<file path="src/rtl/snoop_ivc_pkg.sv">
package snoop_ivc_pkg;
  localparam int ST_W  = 3;
  localparam int IV_W  = 3;
  localparam int SHD_W = 2;

  typedef enum logic [ST_W-1:0] {
    ST_I = 3'b000,
    ST_S = 3'b001,
    ST_E = 3'b010,
    ST_M = 3'b011,
    ST_R = 3'b100
  } line_st_t;

  localparam logic [IV_W-1:0] IV_OFF  = 3'b000;
  localparam logic [IV_W-1:0] IV_M    = 3'b100;
  localparam logic [IV_W-1:0] IV_ME   = 3'b110;
  localparam logic [IV_W-1:0] IV_MER  = 3'b111;

  typedef struct packed {
    logic            shd_en;
    logic            shd3_en;
    logic [IV_W-1:0] l1_iv;
    logic [IV_W-1:0] l2_iv;
  } cfg_t;

  function automatic logic iv_legal(input logic [IV_W-1:0] c);
    return (c == IV_OFF) || (c == IV_M) || (c == IV_ME) || (c == IV_MER);
  endfunction

  function automatic logic [1:0] iv_rank(input logic [IV_W-1:0] c);
    case (c)
      IV_M:    return 2'd1;
      IV_ME:   return 2'd2;
      IV_MER:  return 2'd3;
      default: return 2'd0;
    endcase
  endfunction
endpackage

</file>
<file path="src/rtl/snoop_ivc_cfg.sv">
module snoop_ivc_cfg
  import snoop_ivc_pkg::*;
(
  input  logic clk,
  input  logic rst,
  input  logic hold,
  input  cfg_t cfg_in,
  output cfg_t cfg_q,
  output logic illegal
);
  always_ff @(posedge clk) begin
    if (rst) begin
      cfg_q <= '0;
    end else if (!hold) begin
      cfg_q <= cfg_in;
    end
  end

  logic bad_code;
  logic bad_order;
  always_comb begin
    bad_code  = !iv_legal(cfg_q.l1_iv) || !iv_legal(cfg_q.l2_iv);
    bad_order = iv_rank(cfg_q.l2_iv) > iv_rank(cfg_q.l1_iv);
    illegal   = bad_code || bad_order;
  end
endmodule

</file>
<file path="src/rtl/snoop_ivc_shared.sv">
module snoop_ivc_shared
  import snoop_ivc_pkg::*;
(
  input  logic             ext,
  input  logic             shd_en,
  input  logic             shd3_en,
  input  logic [SHD_W-1:0] shd_in,
  input  logic             keep,
  output logic             seen,
  output logic [SHD_W-1:0] drive
);
  logic [SHD_W-1:0] line_en;
  always_comb begin
    line_en[0] = shd_en || shd3_en;
    line_en[1] = (shd_en || shd3_en) && ext;
    seen  = |(shd_in & line_en);
    drive = keep ? line_en : '0;
  end
endmodule

</file>
<file path="src/rtl/snoop_ivc_decide.sv">
module snoop_ivc_decide
  import snoop_ivc_pkg::*;
(
  input  logic            fill,
  input  logic [ST_W-1:0] state,
  input  logic [IV_W-1:0] iv_eff,
  input  logic            shd_en,
  input  logic            mersi,
  input  logic            seen,
  output logic            intv,
  output logic            retry,
  output logic            push,
  output logic [ST_W-1:0] next
);
  logic [ST_W-1:0] after_supply;
  always_comb begin
    after_supply = mersi ? ST_R : (shd_en ? ST_S : ST_I);
    intv  = 1'b0;
    retry = 1'b0;
    push  = 1'b0;
    next  = ST_I;
    if (fill) begin
      if (shd_en && seen) next = mersi ? ST_R : ST_S;
      else                next = ST_E;
    end else begin
      case (state)
        ST_M: begin
          if (iv_eff[2]) begin
            intv = 1'b1;
            next = after_supply;
          end else begin
            retry = 1'b1;
            push  = 1'b1;
            next  = ST_I;
          end
        end
        ST_E: begin
          if (iv_eff[1]) begin
            intv = 1'b1;
            next = after_supply;
          end else begin
            next = shd_en ? ST_S : ST_I;
          end
        end
        ST_R: begin
          intv = iv_eff[0] && mersi;
          next = ST_S;
        end
        ST_S:    next = ST_S;
        default: next = ST_I;
      endcase
    end
  end
endmodule

</file>
<file path="src/rtl/snoop_ivc.sv">
module snoop_ivc
  import snoop_ivc_pkg::*;
(
  input  logic             clk,
  input  logic             rst,
  input  logic             mode_pin,
  input  logic             cfg_shd_en,
  input  logic             cfg_shd3_en,
  input  logic [IV_W-1:0]  cfg_l1_iv,
  input  logic [IV_W-1:0]  cfg_l2_iv,
  input  logic             req_valid,
  input  logic             req_fill,
  input  logic             req_lvl,
  input  logic [ST_W-1:0]  req_state,
  input  logic [SHD_W-1:0] shd_in,
  output logic             rsp_valid,
  output logic             rsp_intv,
  output logic             rsp_retry,
  output logic             rsp_push,
  output logic [SHD_W-1:0] rsp_shd_out,
  output logic             rsp_shd_seen,
  output logic [ST_W-1:0]  rsp_next,
  output logic             cfg_err,
  output logic             mode_ext
);
  cfg_t cfg_in, cfg_q;
  logic illegal;

  always_comb begin
    cfg_in.shd_en  = cfg_shd_en;
    cfg_in.shd3_en = cfg_shd3_en;
    cfg_in.l1_iv   = cfg_l1_iv;
    cfg_in.l2_iv   = cfg_l2_iv;
  end

  snoop_ivc_cfg u_cfg (
    .clk(clk), .rst(rst), .hold(req_valid),
    .cfg_in(cfg_in), .cfg_q(cfg_q), .illegal(illegal)
  );

  always_ff @(posedge clk) begin
    if (rst) mode_ext <= mode_pin;
  end

  logic [IV_W-1:0] iv_sel, iv_eff;
  logic            mersi, keep, seen;
  logic            d_intv, d_retry, d_push;
  logic [ST_W-1:0] d_next;
  logic [SHD_W-1:0] d_drive;

  always_comb begin
    iv_sel = req_lvl ? cfg_q.l2_iv : cfg_q.l1_iv;
    iv_eff = (mode_ext && !illegal) ? iv_sel : IV_OFF;
    mersi  = cfg_q.shd_en && (iv_eff == IV_MER);
    keep   = !req_fill && (d_next != ST_I);
  end

  snoop_ivc_shared u_shd (
    .ext(mode_ext), .shd_en(cfg_q.shd_en), .shd3_en(cfg_q.shd3_en),
    .shd_in(shd_in), .keep(keep), .seen(seen), .drive(d_drive)
  );

  snoop_ivc_decide u_dec (
    .fill(req_fill), .state(req_state), .iv_eff(iv_eff),
    .shd_en(cfg_q.shd_en), .mersi(mersi), .seen(seen),
    .intv(d_intv), .retry(d_retry), .push(d_push), .next(d_next)
  );

  always_ff @(posedge clk) begin
    if (rst) begin
      rsp_valid    <= 1'b0;
      rsp_intv     <= 1'b0;
      rsp_retry    <= 1'b0;
      rsp_push     <= 1'b0;
      rsp_shd_out  <= '0;
      rsp_shd_seen <= 1'b0;
      rsp_next     <= ST_I;
      cfg_err      <= 1'b0;
    end else begin
      cfg_err   <= illegal;
      rsp_valid <= req_valid;
      if (req_valid) begin
        rsp_intv     <= d_intv;
        rsp_retry    <= d_retry;
        rsp_push     <= d_push;
        rsp_shd_out  <= d_drive;
        rsp_shd_seen <= seen;
        rsp_next     <= d_next;
      end else begin
        rsp_intv    <= 1'b0;
        rsp_retry   <= 1'b0;
        rsp_push    <= 1'b0;
        rsp_shd_out <= '0;
      end
    end
  end
endmodule

</file>
<file path="config.mk">
export PLATFORM = sky130hd
export DESIGN_NAME = snoop_ivc
export DESIGN_NICKNAME = d
export VERILOG_FILES = /design/src/rtl/snoop_ivc_pkg.sv /design/src/rtl/snoop_ivc_cfg.sv /design/src/rtl/snoop_ivc_shared.sv /design/src/rtl/snoop_ivc_decide.sv /design/src/rtl/snoop_ivc.sv
export SDC_FILE = /design/constraint.sdc
export NUM_CORES = 1
export LEC_CHECK = 0
export CORE_MARGIN = 2
export CORE_UTILIZATION = 64
export CTS_BUF_LIST = sky130_fd_sc_hd__clkbuf_4
export CTS_CLUSTER_SIZE = 14
export DETAILED_ROUTE_END_ITERATION = 16
export DONT_BUFFER_PORTS = 1
export PLACE_DENSITY = 0.77
export REMOVE_ABC_BUFFERS = 1
export SKIP_CTS_REPAIR_TIMING = 1
export SYNTH_ARGS = -nofsm -noshare
export SYNTH_HDL_FRONTEND = slang
export SYNTH_SLANG_ARGS = --single-unit
</file>
<file path="constraint.sdc">
create_clock -name clk -period 2.35 [get_ports clk]
set_input_delay 0.47 -clock clk [delete_from_list [all_inputs] [get_ports clk]]
set_output_delay 0.47 -clock clk [all_outputs]
set_load 0.02 [all_outputs]
</file>
==> results of run 1 <==
## critical path, cell delays in order (launching register included)
cell	delay, ps
dfxtp_1	350
or2_1	260
a21boi_0	180
ha_1	160
and2b_2	220
o21ai_4	190
nand3_4	100
or4_1	510
a21oi_1	120
## flip-flops by register name, indices dropped and copies added, names as in the netlist
signal,cells
rsp_push,1
rsp_intv,1
mode_ext,1
rsp_shd_seen,1
rsp_shd_out,2
rsp_valid,1
cfg_err,1
rsp_next,3
u_cfg.cfg_q,8
## where the power goes
group / switching [mW] / internal (mW) / leakage (nW)
clock: 0.102 / 0.0778 / 0.0184
sequential: 0.0255 / 0.341 / 0.158
combinational: 0.0353 / 0.0393 / 0.208
## path summary, 6_finish.rpt
kind	from	end	slack, ps	cells past startpoint
worst max-delay path	u_cfg.cfg_q[4]	rsp_next[2]	190	8
worst min-delay path	rst	u_cfg.cfg_q[5]	220	1
worst max register to register	u_cfg.cfg_q[4]	rsp_next[2]	190	8
worst min register to register	u_cfg.cfg_q[3]	u_cfg.cfg_q[3]	530	2
## logic make-up (layout without fill, tap and decap cells)
kind of cell    Yosys count  count (layout)  synth area share, %
mux                      11              11                 11.8
flops                    19              19                 40.0
fa+ha+maj                 2               2                 2.56
xor+xnor                  1               1                0.898
buf+inv                   5               5                 3.08
simple gates             45              45                 25.5
compound gates           20              20                 16.2
## final cells by class
class / instances / area share, %
sequential: 19 / 38.8
clock buffer: 4 / 2.98
multi-input combinational: 79 / 55.9
tap: 16 / 1.99
inverter: 1 / 0.373
## through the flow
step	hold slack, ps	util [%]	setup WS, ps	std cells
finish	218	68.5	191	119
global route	212	68.5	44.0	119
CTS	215	67.9	135	119
detailed placement	507	65.9	158	115
global placement	494	65.9	210	115
floorplan	478	-	276	99
## per-layer routing
layer  part of all wire (%)  track usage, %  vias to the layer above
li1                       -               -                      373
met1                     46            29.0                      322
met2                     44            33.9                       27
met3                    6.9            3.40                        5
met4                    2.3            10.9                        0
met5                      0               0                        -
## cells in the final DEF (no fill, tap or decap)
master | synthesis | routed
dfxtp_1 | 18 | 18
nor2_1 | 16 | 16
mux2i_1 | 10 | 10
nand2_1 | 5 | 5
a21oi_1 | 5 | 5
clkbuf_4 | 0 | 4
o21ai_0 | 3 | 3
nor2b_1 | 3 | 3
nand2b_1 | 3 | 3
nand4_1 | 3 | 3
a211oi_1 | 2 | 2
nor3_1 | 2 | 2
a311oi_1 | 2 | 2
ha_1 | 2 | 2
and2_4 | 1 | 1
or2_1 | 1 | 1
a21boi_0 | 1 | 1
and2_2 | 1 | 1
a2bb2oi_4 | 1 | 1
and2b_2 | 1 | 1
o21ai_4 | 0 | 1
nand3_4 | 1 | 1
or3_1 | 1 | 1
mux2_4 | 1 | 1
and2_1 | 1 | 1
and3_2 | 1 | 1
nand3b_1 | 1 | 1
xnor2_1 | 1 | 1
a211oi_2 | 1 | 1
inv_1 | 1 | 1
a21o_1 | 1 | 1
o211ai_1 | 1 | 1
a21boi_1 | 1 | 1
or2b_1 | 1 | 1
or4_1 | 1 | 1
nor3b_1 | 1 | 1
o21a_1 | 1 | 1
nand3_1 | 1 | 1
edfxtp_1 | 1 | 1
==> impl_metrics.py, run 1 <==
metrics = {
    "timing": {
        "tightest_slew_ps": 437,
        "period_needed_ps": 2160,
        "timing.final.crit_share_pct": 91.9,
        "setup_viol": 0,
        "tns_ps": 0,
        "rsz0062_at_grt": "false",
        "maxSlewViolCount": 0,
        "final_hold_viol_count": 0,
        "fmax_mhz": 463,
        "slew_headroom_pct": 70.9,
        "skew_ps": 3.87,
    },
    "pwr": {
        "p_total_mw": 0.621,
        "p_leak_nw": 0.384,
        "ir_drop_uv": 417,
        "cellPowerDensity_nw_per_um2": 617,
    },
    "clock_tree": {
        "tritoncts": "yes",
        "clk_pin_slew_ps": 110,
        "numCtsBuffers": 3,
        "numClockSinks": 19,
        "root_buffer": "clkbuf_4",
        "cts_buffer_depth": 2,
        "clock_latency_ps": 300,
        "cts_htree_levels": 1,
    },
    "cells_and_area": {
        "nNetsFinal": 125,
        "fin_area_um2": 1010,
        "multi_input_area_um2": 563,
        "diodes": 0,
        "drive_gt1_share_pct": 12.6,
        "fillers": 142,
        "synthToLayoutAreaGrowth_pct": 3.21,
        "seq_area_um2": 390,
    },
    "route": {
        "vias": 727,
        "routed_wl_um": 1790,
        "drt_iter0_markers": 7,
        "ant_nets": 0,
        "via_per_inst": 6.11,
        "drtPass1Iterations": 4,
        "drc": 0,
        "routedWlPerCell_um": 15.0,
    },
    "die": {
        "initial_core_util_pct": 66.3,
        "io_pins": 31,
        "die_h_um": 43.1,
        "core_area_um2": 1470,
        "rows": 14,
        "die_area_um2": 1850,
        "die_x_um": 43.1,
    },
    "logic_synthesis": {
        "synthTopCellsByCount": "18 x dfxtp_1, 16 x nor2_1, 10 x mux2i_1, 5 x a21oi_1, 5 x nand2_1",
        "synth_area_um2": 976,
        "synth_flop_cell": "dfxtp_1",
        "synth-edff-count": 1,
        "synth_seq_area_share_pct": 40.0,
        "ys_ff_latch": 19,
        "synth_top_area_cell": "dfxtp_1",
        "async_flop_share_pct": 0,
        "syn_avg_cell_area_um2": 9.48,
        "syn_inst": 103,
        "synth_most_common_cell": "dfxtp_1",
        "yosys_warnings": 0,
        "synth_area_leaders": "dfxtp_1 37%, mux2i_1 10%, nor2_1 6.2%",
        "synth.top_cell.area_share_pct": 36.9,
        "synthDistinctLibCells": 41,
    },
    "critical_path": {
        "crit_fanout": 5,
        "cp_data_required_time_ps": 2590,
        "cp-end-kind": "register",
        "startpoint_type": "register",
        "arrival_ps": 2400,
        "crit_type": "register to register",
    },
    "global_routing": {
        "grt_max_degree": 17,
        "grt_pass1_vias": 686,
        "grt_pass1_wl_um": 2960,
        "grt_usage_pct": 21.7,
        "grt_antenna_before_repair": 0,
        "gr-total-overflow": 0,
    },
    "hold_path": {
        "min_path_type": "primary input to register",
    },
    "placement": {
        "gp_congestion": 0.821,
        "dpl.hpwl_um": 1360,
        "io_buffers": 0,
        "postPlaceCellArea_um2": 970,
    },
    "status": {
        "outcome": "completed",
    },
    "job": {
        "maxCapViolCount": 0,
    },
}
Power figures use the tool's default switching activity.
==> run 2, diff against run 1 <==
Settings changed: ABC_AREA from default to 1.
==> impl_metrics.py, run 2 <==
metrics = {
    "timing": {
        "final_hold_viol_count": 0,
        "skew_ps": 1.76,
        "fmax_mhz": 539,
        "tns_ps": 0,
        "tightest_slew_ps": 418,
        "timing.final.crit_share_pct": 78.9,
        "period_needed_ps": 1850,
        "maxSlewViolCount": 0,
        "slew_headroom_pct": 72.1,
        "setup_viol": 0,
        "rsz0062_at_grt": "false",
    },
    "cells_and_area": {
        "seq_area_um2": 390,
        "multi_input_area_um2": 464,
        "drive_gt1_share_pct": 13.4,
        "final_core_util_pct": 72.9,
        "final_cell_mix": "27 x nand2_1, 22 x nor2_1, 18 x dfxtp_1, 12 x inv_1",
        "largest_register": "u_cfg.cfg_q",
        "top_regs": "u_cfg.cfg_q (8), rsp_next (3), rsp_shd_out (2)",
        "final_common_cell": "nand2_1",
        "fillers": 104,
        "largest_reg_flops": 8,
        "diodes": 0,
        "nNetsFinal": 156,
        "fin_area_um2": 972,
        "synthToLayoutAreaGrowth_pct": 2.78,
    },
    "pwr": {
        "p_leak_nw": 0.437,
        "cellPowerDensity_nw_per_um2": 632,
        "ir_drop_uv": 417,
        "p_total_mw": 0.614,
    },
    "logic_synthesis": {
        "synth_area_um2": 946,
        "synthTopCellsByCount": "27 x nand2_1, 22 x nor2_1, 18 x dfxtp_1, 12 x inv_1",
        "ys_ff_latch": 19,
        "synth_area_leaders": "dfxtp_1 38%, nand2_1 11%, nor2_1 8.7%",
        "async_flop_share_pct": 0,
        "synthDistinctLibCells": 27,
        "synth_most_common_cell": "nand2_1",
        "syn_inst": 134,
        "synth-edff-count": 1,
        "synth_top_area_cell": "dfxtp_1",
        "yosys_warnings": 0,
        "synth.top_cell.area_share_pct": 38.1,
        "synth_seq_area_share_pct": 41.3,
        "syn_avg_cell_area_um2": 7.06,
        "synth_flop_cell": "dfxtp_1",
    },
    "global_routing": {
        "grt_max_degree": 20,
        "grt_antenna_before_repair": 0,
        "grt_pass1_vias": 774,
        "grt_usage_pct": 22.5,
        "gr-total-overflow": 0,
        "grt_pass1_wl_um": 3130,
    },
    "critical_path": {
        "reg2reg_from": "u_cfg.cfg_q[1]",
        "critical_path.startpoint": "u_cfg.cfg_q[1]",
        "r2r_cells": 15,
        "rrSetupSlack_ps": 500,
        "reg2reg_to": "rsp_shd_out[1]",
        "startpoint_type": "register",
        "crit_end": "rsp_shd_out[1]",
        "crit_fanout": 4,
        "crit_type": "register to register",
        "cp_data_required_time_ps": 2560,
        "cp-end-kind": "register",
        "arrival_ps": 2060,
    },
    "clock_tree": {
        "tritoncts": "yes",
        "cts_buffer_depth": 2,
        "clock_latency_ps": 300,
        "clk_pin_slew_ps": 100,
        "numCtsBuffers": 3,
        "numClockSinks": 19,
        "cts_htree_levels": 1,
        "root_buffer": "clkbuf_4",
    },
    "route": {
        "drc": 0,
        "routedWlPerCell_um": 12.1,
        "drtPass1Iterations": 4,
        "via_per_inst": 5.61,
        "drt_iter0_markers": 20,
        "vias": 836,
        "routed_wl_um": 1800,
        "ant_nets": 0,
    },
    "die": {
        "core_area_um2": 1330,
        "io_pins": 31,
        "die_x_um": 42.4,
        "die_area_um2": 1800,
        "die_h_um": 42.4,
        "rows": 13,
        "initial_core_util_pct": 70.9,
    },
    "job": {
        "maxCapViolCount": 0,
    },
    "placement": {
        "dpl.hpwl_um": 1350,
        "io_buffers": 0,
        "gp_congestion": 0.844,
        "postPlaceCellArea_um2": 945,
    },
    "hold_path": {
        "min_path_type": "primary input to register",
    },
    "status": {
        "outcome": "completed",
    },
}
run 2: cell types whose count changed after synthesis, sizes merged, moves of 3 or more:
cell / before / now
o21ai: 4 / 7
mux2i: 10 / 0
nand3: 2 / 7
a211oi: 3 / 6
nor2b: 3 / 0
nor2: 16 / 24
nand2b: 3 / 0
inv: 1 / 18
nand2: 5 / 31
run 2: cells by family after synthesis:
group	count (synthesis)	synth area share, %
AOI/OAI and AO/OA	21	13.1
buffers and inverters	23	9.65
adders and majority gates	2	2.65
DFF	19	41.3
and+or+nand+nor	69	33.3
run 2: per-stage QoR:
stage | hold WS (ps) | instances | setup WS [ps]
after floorplan | 447 | 130 | 694
after global placement | 454 | 145 | 599
after detailed placement | 466 | 145 | 519
after CTS | 224 | 149 | 476
after global routing | 211 | 149 | 248
final | 219 | 149 | 495
run 2: how the worst min path moves through the flow:
stage                     slack [ps]  cells past startpoint      startpoint             end
after global routing             210                      1             rst  u_cfg.cfg_q[6]
after floorplan                  450                      2  u_cfg.cfg_q[6]  u_cfg.cfg_q[6]
after CTS                        220                      1             rst  u_cfg.cfg_q[0]
final                            220                      1             rst    rsp_shd_seen
after global placement           450                      2  u_cfg.cfg_q[6]  u_cfg.cfg_q[6]
after detailed placement         470                      2  u_cfg.cfg_q[6]  u_cfg.cfg_q[6]
run 2: critical path: stages (launching register included):
cell and delay (ps):
dfxtp_1 400, inv_2 80, a21oi_1 110, o21ai_1 80
ha_1 280, nand2_1 50, nand2_1 100, nand4_2 140
nand2_1 90, inv_1 40, nand3_1 50, nand2_1 50
nand2_1 90, nand3_2 90, nand2_2 70, nor2_1 40
run 2: routing by layer:
layer	vias up	share of wire [%]	global-route usage, %
li1	431	-	-
met1	366	48	29.5
met2	34	44	36.3
met3	5	6.2	3.88
met4	0	2.0	9.38
met5	-	0	0
run 2: final cells by class:
| cell class | count | area share, % |
|---|---|---|
| clock buffers | 3 | 2.32 |
| clock inverters | 1 | 0.515 |
| inverters | 19 | 7.34 |
| flip-flops and latches | 19 | 40.2 |
| multi-input cells | 92 | 47.7 |
| well taps | 15 | 1.93 |
run 2: power by group:
part	internal, mW	switching, mW
Sequential	0.343	0.0251
Combinational	0.0324	0.0505
Clock	0.0636	0.0995
Total	0.439	0.175
